## src/rtl/pwm_pkg.sv

```systemverilog
package pwm_pkg;

  typedef logic [7:0] reg_addr_t;

  localparam reg_addr_t ADDR_PRESC  = 8'h00;
  localparam reg_addr_t ADDR_PERIOD = 8'h04;
  localparam reg_addr_t ADDR_SYNC   = 8'h08;
  localparam int unsigned CH_BASE   = 16;
  localparam int unsigned CH_STRIDE = 8;

  // Byte address of a channel edge register; fall_edge selects the second word.
  function automatic reg_addr_t ch_addr(int unsigned ch, bit fall_edge);
    return reg_addr_t'(CH_BASE + ch * CH_STRIDE + (fall_edge ? 4 : 0));
  endfunction

endpackage

```

## src/rtl/pwm_timebase.sv

```systemverilog
module pwm_timebase #(
  parameter int unsigned CW = 16
) (
  input  logic          clk,
  input  logic          rst_n,
  input  logic [CW-1:0] presc,
  input  logic [CW-1:0] period,
  output logic          tick,
  output logic          wrap,
  output logic [CW-1:0] cnt
);

  logic [CW-1:0] pre_q, pre_d;
  logic [CW-1:0] cnt_q, cnt_d;

  always_comb begin
    tick  = (pre_q >= presc);
    wrap  = tick && (cnt_q >= period);
    pre_d = tick ? '0 : pre_q + 1'b1;
    cnt_d = cnt_q;
    if (wrap)      cnt_d = '0;
    else if (tick) cnt_d = cnt_q + 1'b1;
  end

  always_ff @(posedge clk or negedge rst_n) begin
    if (!rst_n) begin
      pre_q <= '0;
      cnt_q <= '0;
    end else begin
      pre_q <= pre_d;
      cnt_q <= cnt_d;
    end
  end

  assign cnt = cnt_q;

endmodule

```

## src/rtl/pwm_chan.sv

```systemverilog
module pwm_chan #(
  parameter int unsigned CW     = 16,
  parameter bit          SHADOW = 1'b0,
  parameter bit          DAC    = 1'b0
) (
  input  logic          clk,
  input  logic          rst_n,
  input  logic          wr_rise,
  input  logic          wr_fall,
  input  logic [CW-1:0] wdata,
  input  logic          sync_on,
  input  logic          tick,
  input  logic          wrap,
  input  logic [CW-1:0] cnt,
  input  logic [CW-1:0] period,
  output logic [CW-1:0] stg_rise,
  output logic [CW-1:0] stg_fall,
  output logic [CW-1:0] act_rise,
  output logic [CW-1:0] act_fall,
  output logic          pwm
);

  logic [CW-1:0] rise_q, rise_d, fall_q, fall_d;

  always_comb begin
    rise_d = wr_rise ? wdata : rise_q;
    fall_d = wr_fall ? wdata : fall_q;
  end

  always_ff @(posedge clk or negedge rst_n) begin
    if (!rst_n) begin
      rise_q <= '0;
      fall_q <= '0;
    end else begin
      rise_q <= rise_d;
      fall_q <= fall_d;
    end
  end

  assign stg_rise = rise_q;
  assign stg_fall = fall_q;

  generate
    if (SHADOW) begin : g_shadow
      logic [CW-1:0] arise_q, afall_q;
      logic          load;
      assign load = !sync_on || wrap;
      always_ff @(posedge clk or negedge rst_n) begin
        if (!rst_n) begin
          arise_q <= '0;
          afall_q <= '0;
        end else if (load) begin
          arise_q <= rise_d;
          afall_q <= fall_d;
        end
      end
      assign act_rise = arise_q;
      assign act_fall = afall_q;
    end else begin : g_direct
      logic unused_sync;
      assign unused_sync = sync_on ^ wrap;
      assign act_rise = rise_q;
      assign act_fall = fall_q;
    end
  endgenerate

  generate
    if (DAC) begin : g_dac
      logic [CW:0] acc_q, acc_d, modulus, level, sum;
      logic        bit_q, bit_d;
      logic        unused_dac;
      assign unused_dac = ^{cnt, act_rise};
      always_comb begin
        modulus = {1'b0, period} + 1'b1;
        level   = ({1'b0, act_fall} > modulus) ? modulus : {1'b0, act_fall};
        sum     = acc_q + level;
        acc_d   = acc_q;
        bit_d   = bit_q;
        if (tick) begin
          if (sum >= modulus) begin
            acc_d = sum - modulus;
            bit_d = 1'b1;
          end else begin
            acc_d = sum;
            bit_d = 1'b0;
          end
        end
      end
      always_ff @(posedge clk or negedge rst_n) begin
        if (!rst_n) begin
          acc_q <= '0;
          bit_q <= 1'b0;
        end else begin
          acc_q <= acc_d;
          bit_q <= bit_d;
        end
      end
      assign pwm = bit_q;
    end else begin : g_pwm
      logic unused_pwm;
      assign unused_pwm = ^{tick, period};
      assign pwm = (cnt >= act_rise) && (cnt < act_fall);
    end
  endgenerate

endmodule

```

## src/rtl/pwm_bank.sv

```systemverilog
module pwm_bank
  import pwm_pkg::*;
#(
  parameter int unsigned    NCH         = 16,
  parameter int unsigned    CW          = 16,
  parameter logic [NCH-1:0] SHADOW_MASK = 16'h00FF,
  parameter logic [NCH-1:0] DAC_MASK    = 16'h8000
) (
  input  logic           pclk,
  input  logic           presetn,
  input  logic           psel,
  input  logic           penable,
  input  logic           pwrite,
  input  logic [7:0]     paddr,
  input  logic [31:0]    pwdata,
  output logic [31:0]    prdata,
  output logic           pready,
  output logic [NCH-1:0] pwm_out
);

  localparam int unsigned PAD = 32 - CW;

  // Reset: asserted asynchronously, released on the second clock edge.
  logic [1:0] rs_q;
  logic       rst_n;
  always_ff @(posedge pclk or negedge presetn) begin
    if (!presetn) rs_q <= 2'b00;
    else          rs_q <= {rs_q[0], 1'b1};
  end
  assign rst_n = rs_q[1];

  logic          wr_en;
  logic [CW-1:0] wval;
  logic          unused_wdata;
  assign wr_en        = psel && penable && pwrite;
  assign wval         = pwdata[CW-1:0];
  assign unused_wdata = ^pwdata;

  logic [CW-1:0] presc_q, presc_d, period_q, period_d;
  logic          sync_q, sync_d;

  always_comb begin
    presc_d  = presc_q;
    period_d = period_q;
    sync_d   = sync_q;
    if (wr_en && (paddr == ADDR_PRESC))  presc_d  = wval;
    if (wr_en && (paddr == ADDR_PERIOD)) period_d = wval;
    if (wr_en && (paddr == ADDR_SYNC))   sync_d   = pwdata[0];
  end

  always_ff @(posedge pclk or negedge rst_n) begin
    if (!rst_n) begin
      presc_q  <= '0;
      period_q <= '0;
      sync_q   <= 1'b0;
    end else begin
      presc_q  <= presc_d;
      period_q <= period_d;
      sync_q   <= sync_d;
    end
  end

  logic          tick, wrap;
  logic [CW-1:0] cnt;

  pwm_timebase #(.CW(CW)) u_tb (
    .clk    (pclk),
    .rst_n  (rst_n),
    .presc  (presc_q),
    .period (period_q),
    .tick   (tick),
    .wrap   (wrap),
    .cnt    (cnt)
  );

  logic [CW-1:0]     stg_rise [NCH];
  logic [CW-1:0]     stg_fall [NCH];
  logic [NCH*CW-1:0] act_rise_all, act_fall_all;

  generate
    for (genvar i = 0; i < NCH; i++) begin : g_ch
      logic wr_rise, wr_fall;
      assign wr_rise = wr_en && (paddr == ch_addr(i, 1'b0));
      assign wr_fall = wr_en && (paddr == ch_addr(i, 1'b1));
      pwm_chan #(
        .CW     (CW),
        .SHADOW (SHADOW_MASK[i]),
        .DAC    (DAC_MASK[i])
      ) u_chan (
        .clk      (pclk),
        .rst_n    (rst_n),
        .wr_rise  (wr_rise),
        .wr_fall  (wr_fall),
        .wdata    (wval),
        .sync_on  (sync_q),
        .tick     (tick),
        .wrap     (wrap),
        .cnt      (cnt),
        .period   (period_q),
        .stg_rise (stg_rise[i]),
        .stg_fall (stg_fall[i]),
        .act_rise (act_rise_all[i*CW +: CW]),
        .act_fall (act_fall_all[i*CW +: CW]),
        .pwm      (pwm_out[i])
      );
    end
  endgenerate

  logic [CW-1:0] rd_val;
  always_comb begin
    rd_val = '0;
    if (paddr == ADDR_PRESC)  rd_val = presc_q;
    if (paddr == ADDR_PERIOD) rd_val = period_q;
    if (paddr == ADDR_SYNC)   rd_val = {{(CW-1){1'b0}}, sync_q};
    for (int i = 0; i < NCH; i++) begin
      if (paddr == ch_addr(i, 1'b0)) rd_val = stg_rise[i];
      if (paddr == ch_addr(i, 1'b1)) rd_val = stg_fall[i];
    end
  end

  assign prdata = {{PAD{1'b0}}, rd_val};
  assign pready = 1'b1;

endmodule

```

## config.mk

```make
export PLATFORM = sky130hd
export DESIGN_NAME = pwm_bank
export DESIGN_NICKNAME = d
export VERILOG_FILES = /design/src/rtl/pwm_pkg.sv /design/src/rtl/pwm_timebase.sv /design/src/rtl/pwm_chan.sv /design/src/rtl/pwm_bank.sv
export SDC_FILE = /design/constraint.sdc
export NUM_CORES = 2
export LEC_CHECK = 0
export ABC_AREA = 1
export BUFFER_PORTS_ARGS = -buffer_cell sky130_fd_sc_hd__buf_2
export CAP_MARGIN = 20
export CORE_ASPECT_RATIO = 1.4
export CORE_MARGIN = 1
export CORE_UTILIZATION = 58
export CTS_CLUSTER_SIZE = 14
export DETAILED_ROUTE_END_ITERATION = 12
export GPL_ROUTABILITY_DRIVEN = 0
export HOLD_SLACK_MARGIN = 0.02
export PLACE_DENSITY = 0.83
export SETUP_SLACK_MARGIN = 0.4
export SLEW_MARGIN = 20
export SYNTH_ARGS = -nofsm -noshare
export SYNTH_HDL_FRONTEND = slang
export SYNTH_SLANG_ARGS = --single-unit
```

## constraint.sdc

```tcl
create_clock -name pclk -period 26.5 [get_ports pclk]
set_clock_uncertainty 0.15 [all_clocks]
set_input_delay 2.65 -clock pclk [delete_from_list [all_inputs] [get_ports pclk]]
set_output_delay 2.65 -clock pclk [all_outputs]
set_load 0.02 [all_outputs]
```

Word-level counts from Yosys, hierarchy flattened

Index checks and enable logic that the tools add are counted.

Flip-flop bits (word level): 853
Bits of input ports: 45
Output and inout port bits: 49
Word-level logic and storage cells: 243

Add/subtract/negate cells: 5
Magnitude comparators: 34
Equal/unequal tests: 34
Muxes and demuxes: 57
Reduce and logical (&&, ||, !) cells: 57

Operators with widths:

| cell                  | count |
|---|---|
| $mux 16               | 54 |
| $ge 16x16->1          | 17 |
| $lt 16x16->1          | 15 |
| $eq 8x7->1 const B    | 16 |
| $eq 8x6->1 const B    | 8 |
| $logic_and 1x1->1     | 53 |
| $mux 17               | 2 |
| $add 16x1->16 const B | 2 |
| $eq 8x5->1 const B    | 4 |
| $eq 8x8->1 const B    | 4 |
| $add 16x1->17 const B | 1 |
| $add 17x17->17        | 1 |
| $ge 17x17->1          | 1 |
| $gt 16x17->1          | 1 |
| $sub 17x17->17        | 1 |
| $eq 8x3->1 const B    | 1 |
| $eq 8x4->1 const B    | 1 |
| $logic_not 8->1       | 1 |
| $reduce_bool 2->1     | 1 |
| $logic_not 1->1       | 1 |
| $logic_or 1x1->1      | 1 |
| $mux 1                | 1 |

Longest topological paths before layout

Depth in word-level cells: 36
Mapped depth: 52
Depth with buffers taken out: 50

Hierarchy

From an unflattened synthesis, not the netlist that was laid out.

Cells, all modules: 6647
Area total of the unflattened synthesis: 55323.1 um^2

Modules (own cells, without submodules):

| module                          | instances | cells an instance | area each (um^2) | seq. area each (um^2) |
|---|---|---|---|---|
| pwm_chan at g_ch[0].u_chan ...  | 8         | 305               | 3240.6           | 1601.5 |
| pwm_chan at g_ch[10].u_chan ... | 6         | 267               | 2188.3           | 800.8 |
| pwm_bank                        | 1         | 1323              | 6407.4           | 875.8 |
| pwm_chan at g_ch[15].u_chan     | 1         | 614               | 4843.4           | 1251.2 |
| pwm_timebase                    | 1         | 402               | 2831.5           | 800.8 |
| pwm_chan at g_ch[9].u_chan      | 1         | 266               | 2185.8           | 800.8 |

Worst setup path before layout

OpenSTA, ideal clock, no wires.

Kind: input port to output port
Start point: input paddr[2]
End point: output prdata[15]
Arrival: 4.801 ns
Data required time: 23.700 ns
Setup slack: 18.899 ns
Stages: 23
Path buffers: 2
Path through: buf_4 > nand2_1 > nor2_2 > inv_2 > nor2_4 > buf_2 > nand2_1 > nand2_1 > nand3_1 > nand2_1 > nand4_1 > nor2_1 > nand4_1 > nor2_1 > nand4_1 > nor2_1 > nand4_1 > nor2_1 > nand4_1 > nor2_1 > nand4_1 > nor2_1 > nand4_1

Longest elaborated chain between the ends: 36
Elaborated cells between the ends (all ways): 70
Those cells by class: 34 x eq/ne; 35 x mux; 1 x reduce/logical

Ends and longest elaborated chain:

| element           | line            | text |
|---|---|---|
| start, declared   | pwm_bank.sv:14  | `input logic [7:0] paddr,` |
| $logic_not 8->1   | pwm_bank.sv:112 | `if (paddr == ADDR_PRESC) rd_val = presc_q;` |
| $mux 16           | pwm_bank.sv:112 |  |
| $mux 16           | pwm_bank.sv:113 | `if (paddr == ADDR_PERIOD) rd_val = period_q;` |
| $mux 16           | pwm_bank.sv:114 | `if (paddr == ADDR_SYNC) rd_val = {{(CW-1){1'b0}}, sync_q};` |
| $mux 16           | pwm_bank.sv:116 | `if (paddr == ch_addr(i, 1'b0)) rd_val = stg_rise[i];` |
| $mux 16           | pwm_bank.sv:117 | `if (paddr == ch_addr(i, 1'b1)) rd_val = stg_fall[i];` |
| $mux 16           | pwm_bank.sv:116 |  |
| $mux 16           | pwm_bank.sv:117 |  |
| [... 20 more ...] | n/a             |  |
| $mux 16           | pwm_bank.sv:116 |  |
| $mux 16           | pwm_bank.sv:117 |  |
| $mux 16           | pwm_bank.sv:116 |  |
| $mux 16           | pwm_bank.sv:117 |  |
| $mux 16           | pwm_bank.sv:116 |  |
| $mux 16           | pwm_bank.sv:117 |  |
| $mux 16           | pwm_bank.sv:116 |  |
| $mux 16 *         | pwm_bank.sv:117 |  |
| end, declared     | pwm_bank.sv:16  | `output logic [31:0] prdata,` |

Every way passes the cells marked *; elsewhere a longest branch is shown, timed or not.

Worst setup path after layout

Start point: input paddr[7]
End point: output prdata[10]

Same word-level chain as after synthesis.

==> metrics.txt <==
# TYPE chip_impl_metric gauge
chip_impl_info{name="crit_chain",value="buf_2 -> nor2_1 -> nand2_1 -> inv_1 -> nand2_2 -> inv_1 -> nand2_1 -> nand2_1 -> nand4_1 -> nor2_1 -> nand4_1 -> nor3_1 -> nand4_1 -> nand2_1 -> nand4_1 -> nor2_1 -> nand4_1 -> nor2_1 -> nand4_1 -> nor2_1 -> nand4_1 -> nor2_1 -> nand4_1 -> buf_2"} 1
chip_impl_info{name="worstSetupStartpointType",value="input port"} 1
chip_impl_metric{name="max-clock-path-buffers",unit=""} 3
chip_impl_metric{name="setup_tns",unit="ns"} 0
chip_impl_metric{name="die_y",unit="µm"} 346
chip_impl_info{name="cpMaxStageDelayCell",value="sky130_fd_sc_hd__nor3_1"} 1
chip_impl_metric{name="grt_max_degree",unit=""} 162
chip_impl_info{name="ys_top_cells_by_area",value="sky130_fd_sc_hd__dfrtp_1, sky130_fd_sc_hd__ha_1, sky130_fd_sc_hd__nand2_1, sky130_fd_sc_hd__o21ai_0, sky130_fd_sc_hd__inv_1"} 1
chip_impl_metric{name="grt_util_met2",unit="%"} 54.1
chip_impl_info{name="worstReg2RegEnd",value="g_ch[15].u_chan.g_dac.acc_q[14]"} 1
chip_impl_metric{name="fillCellCount",unit=""} 6707
chip_impl_info{name="hp-start",value="rs_q[0]"} 1
chip_impl_info{name="clock-root-buffer",value="sky130_fd_sc_hd__clkbuf_16"} 1
chip_impl_info{name="tritoncts",value="done"} 1
chip_impl_metric{name="wirelength",unit="mm"} 138
chip_impl_info{name="synth_most_common_cell",value="sky130_fd_sc_hd__nand2_1"} 1
chip_impl_metric{name="cts-buffers-inserted",unit=""} 82
chip_impl_metric{name="hold_viol_final",unit=""} 0
chip_impl_metric{name="worstRegToRegCells",unit=""} 40
chip_impl_metric{name="detail_route.wl_per_cell",unit="µm"} 19.3
chip_impl_metric{name="cp.buffers_inverters",unit=""} 4
chip_impl_metric{name="fin_nets",unit=""} 6574
chip_impl_metric{name="initial_antenna_violation_count",unit=""} 3
chip_impl_metric{name="number_of_synthesis_warnings",unit=""} 0
chip_impl_metric{name="clkPwrFrac",unit="%"} 40.1
chip_impl_metric{name="via_count_of_the_first_global_routing_pass",unit=""} 41559
chip_impl_metric{name="dr_vias_cell",unit=""} 5.91
chip_impl_metric{name="power_report.internal_total",unit="µW"} 2190
chip_impl_metric{name="post-cts-setup-buffers",unit=""} 0
chip_impl_metric{name="ys_seq_area_share",unit="%"} 43.4
chip_impl_metric{name="sequential_cell_area_in_the_final_layout",unit="mm²"} 0.0214
chip_impl_info{name="holdCritPathClass",value="flop to flop"} 1
chip_impl_metric{name="first_iter_violations",unit=""} 3800
chip_impl_metric{name="multi_input_area",unit="mm²"} 0.0238
chip_impl_metric{name="timing.critical_path.fanout_max",unit=""} 19
chip_impl_metric{name="areaGrowthSynthToFinish",unit="%"} 7.57
chip_impl_metric{name="fp.dieArea",unit="mm²"} 0.0859
chip_impl_metric{name="detail_route.first_pass.iterations",unit=""} 6
chip_impl_metric{name="hpwl_after_detailed_placement",unit="mm"} 90.3
chip_impl_metric{name="post-route-drc-count",unit=""} 0
chip_impl_metric{name="met3_usage",unit="%"} 4.99
chip_impl_info{name="crit-reg2reg-launch",value="period_q[0]"} 1
chip_impl_metric{name="via_count_of_the_routed_design",unit=""} 42114
chip_impl_metric{name="synth_enable_flop_cells",unit=""} 0
chip_impl_metric{name="worstPathRequired",unit="ns"} 23.70
chip_impl_metric{name="finalMaxSlewViolations",unit=""} 0
chip_impl_metric{name="regToRegSetupSlack",unit="ns"} 18.29
chip_impl_metric{name="layout_min_cycle_time",unit="ns"} 10.46
chip_impl_metric{name="core",unit="mm²"} 0.0834
chip_impl_metric{name="hold_path_depth",unit=""} 0
chip_impl_metric{name="yosys.cell_types.count",unit=""} 49
chip_impl_metric{name="maxCapViolations",unit=""} 0
chip_impl_info{name="grt_setup_unrepaired",value="false"} 1
chip_impl_info{name="timing.critical_path.to_type",value="output pin"} 1
chip_impl_metric{name="cp_arrival",unit="ns"} 7.66
chip_impl_metric{name="p_seq_share",unit="%"} 44.7
chip_impl_metric{name="async_reset_ff_share",unit="%"} 100
chip_impl_metric{name="net-switching-power",unit="µW"} 852
chip_impl_info{name="critical_path_class",value="input port to output pin"} 1
chip_impl_metric{name="cts_hold_fix_bufs",unit=""} 0
chip_impl_metric{name="post_synth_inst_count",unit=""} 6037
chip_impl_metric{name="grt_pass1_wl",unit="mm"} 219
chip_impl_info{name="outcome",value="finished, final reports clean"} 1
chip_impl_info{name="synth_top_cell_by_area",value="sky130_fd_sc_hd__dfrtp_1"} 1
chip_impl_metric{name="io_pins",unit=""} 94
chip_impl_metric{name="detail-route-antenna-nets",unit=""} 0
chip_impl_metric{name="postSynthAreaPerCell",unit="µm²"} 8.14
chip_impl_metric{name="fp-row-count",unit=""} 125
chip_impl_metric{name="vdd_ir_drop_max",unit="mV"} 0.0464
chip_impl_metric{name="track_usage",unit="%"} 32.6
chip_impl_info{name="synthTopCellsByCount",value="sky130_fd_sc_hd__nand2_1, sky130_fd_sc_hd__dfrtp_1, sky130_fd_sc_hd__o21ai_0, sky130_fd_sc_hd__inv_1, sky130_fd_sc_hd__ha_1"} 1
chip_impl_metric{name="ys_ff_latch",unit=""} 853
chip_impl_metric{name="setup_viol",unit=""} 0
chip_impl_metric{name="cts.clk_slew.worst_paths",unit="ns"} 0.06
chip_impl_metric{name="h-tree-depth",unit=""} 3
chip_impl_metric{name="cts_sinks",unit=""} 853
chip_impl_info{name="grt-busiest-layer",value="met2"} 1
chip_impl_metric{name="clkLatencyLatePin",unit="ns"} 0.67
chip_impl_metric{name="comb_power_share",unit="%"} 15.2
chip_impl_info{name="yosys_most_used_dff",value="sky130_fd_sc_hd__dfrtp_1"} 1
chip_impl_metric{name="synth_top_area_share",unit="%"} 43.4
chip_impl_metric{name="p_leak",unit="µW"} 0.0244
chip_impl_metric{name="fin_hold_ws",unit="ns"} 0.208
chip_impl_metric{name="worstMarginPinSlew",unit="ns"} 1.08
chip_impl_metric{name="floorplan.initialDensity",unit="%"} 58.9
chip_impl_info{name="end_of_the_worst_hold_path",value="rs_q[1]"} 1
chip_impl_info{name="critical_path.top_delay_family",value="simple AND/OR/NAND/NOR gates"} 1
chip_impl_metric{name="numPortBuffers",unit=""} 60
chip_impl_metric{name="p_per_area",unit="mW/mm²"} 57.6
chip_impl_metric{name="share_of_final_layout_standard_cells_stronger_than_drive_strength_1",unit="%"} 5.55
chip_impl_metric{name="globalRouteMet1Util",unit="%"} 38.6
chip_impl_metric{name="netlist_area",unit="mm²"} 0.0491
chip_impl_metric{name="fmax",unit="MHz"} 95.6
chip_impl_metric{name="timing.final.crit_share",unit="%"} 39.5
chip_impl_metric{name="fp.dieW",unit="µm"} 248
chip_impl_metric{name="switching_share",unit="%"} 28.0
chip_impl_metric{name="crit_path_max_incr_delay",unit="ns"} 0.52
chip_impl_metric{name="ctsResizeCount",unit=""} 0
chip_impl_info{name="path_common_cell",value="sky130_fd_sc_hd__nand4_1"} 1
chip_impl_metric{name="relSlewSlack",unit="%"} 27.7
chip_impl_metric{name="grt-ovfl-total",unit=""} 0
[cell usage in the layout (no fill, tap or decap), drive strengths merged, types with 25 or more instances in the layout]
cell type / n
nand2: 1571
o21ai: 903
dfrtp: 853
inv: 732
ha: 549
nor2: 329
a21oi: 231
nand4: 156
buf: 131
clkbuf: 118
nand3: 74
o21a: 57
nor3: 50
a21boi: 33
xor2: 32
o211ai: 32
a21o: 25
[cell families after synthesis]
| family | count (synthesis) | share of synthesized area [%] |
|---|---|---|
| AOI/OAI and AO/OA | 1353 | 15.1 |
| xor gates and xnor gates | 39 | 0.695 |
| adders and majority gates | 551 | 14.1 |
| buffers and inverters | 1026 | 8.38 |
| DFF | 853 | 43.4 |
| other | 2 | 0.0153 |
| and+or+nand+nor | 2213 | 18.3 |
[worst register-to-register path: cells and delay by family, from the launching register on]
kind                     cells  cell delay (ns)
AO/OA/AOI/OAI               19             3.17
flip-flops                   1             0.54
AND/OR/NAND/NOR             10             1.68
adder cells (fa/ha/maj)      5             1.57
XOR/XNOR                     1             0.11
buffers and inverters        5             0.84
[power by group through the flow]
stage	registers [µW]	logic, µW	clock network [µW]
CTS	1360	459	1220
finish	1360	462	1220
global route	1360	519	1270
detailed placement	1380	454	0
global placement	1380	438	0
floorplan	1400	330	0
[worst max-delay path by stage]
stage,startpoint,end,cells after the start
3_3_place_gp,paddr[0],prdata[11],23
3_5_place_dp,paddr[0],prdata[11],23
2_1_floorplan,rs_q[1],g_ch[0].u_chan.act_fall[0],0
6_report,paddr[7],prdata[10],24
4_1_cts,paddr[0],prdata[11],23
5_1_grt,paddr[7],prdata[12],26
[area by class of cell]
type,instances,share of cell area [%]
multi-input combinational,4174,45.0
sequential,853,40.4
inverter,736,5.23
clock buffer,118,4.54
tap,1079,2.55
timing repair buffer,131,1.63
clock inverter,28,0.651
antenna,3,0.0142
[metal layers]
metal	part of all wire [%]	wire, µm
met3	7.5	10300
met2	48	66100
met4	7.6	10500
met5	0	0
met1	37	50700
[through the flow]
step                      std cells  utilization, %  total power (µW)  worst slack [ns]  instance area, µm²
after global placement         6973            60.1              1820             16.46               50100
after detailed placement       6973            60.1              1840             16.45               50100
final                          7122            63.4              3040             16.04               52900
after CTS                      7119            63.4              3040             16.43               52800
after global routing           7119            63.4              3160             15.81               52800
after floorplan                6053               -              1730             0.813               49200
[flip-flops by register name, indices dropped and copies added, names as in the netlist]
name / count
g_ch.u_chan.act_fall: 256
g_ch.u_chan.act_rise: 256
g_ch.u_chan.g_dac.acc_q: 17
g_ch.u_chan.pwm: 1
g_ch.u_chan.stg_fall: 128
g_ch.u_chan.stg_rise: 128
period_q: 16
presc_q: 16
rs_q: 2
sync_q: 1
u_tb.cnt: 16
u_tb.pre_q: 16
No activity file was read; power rests on OpenSTA's default activity.
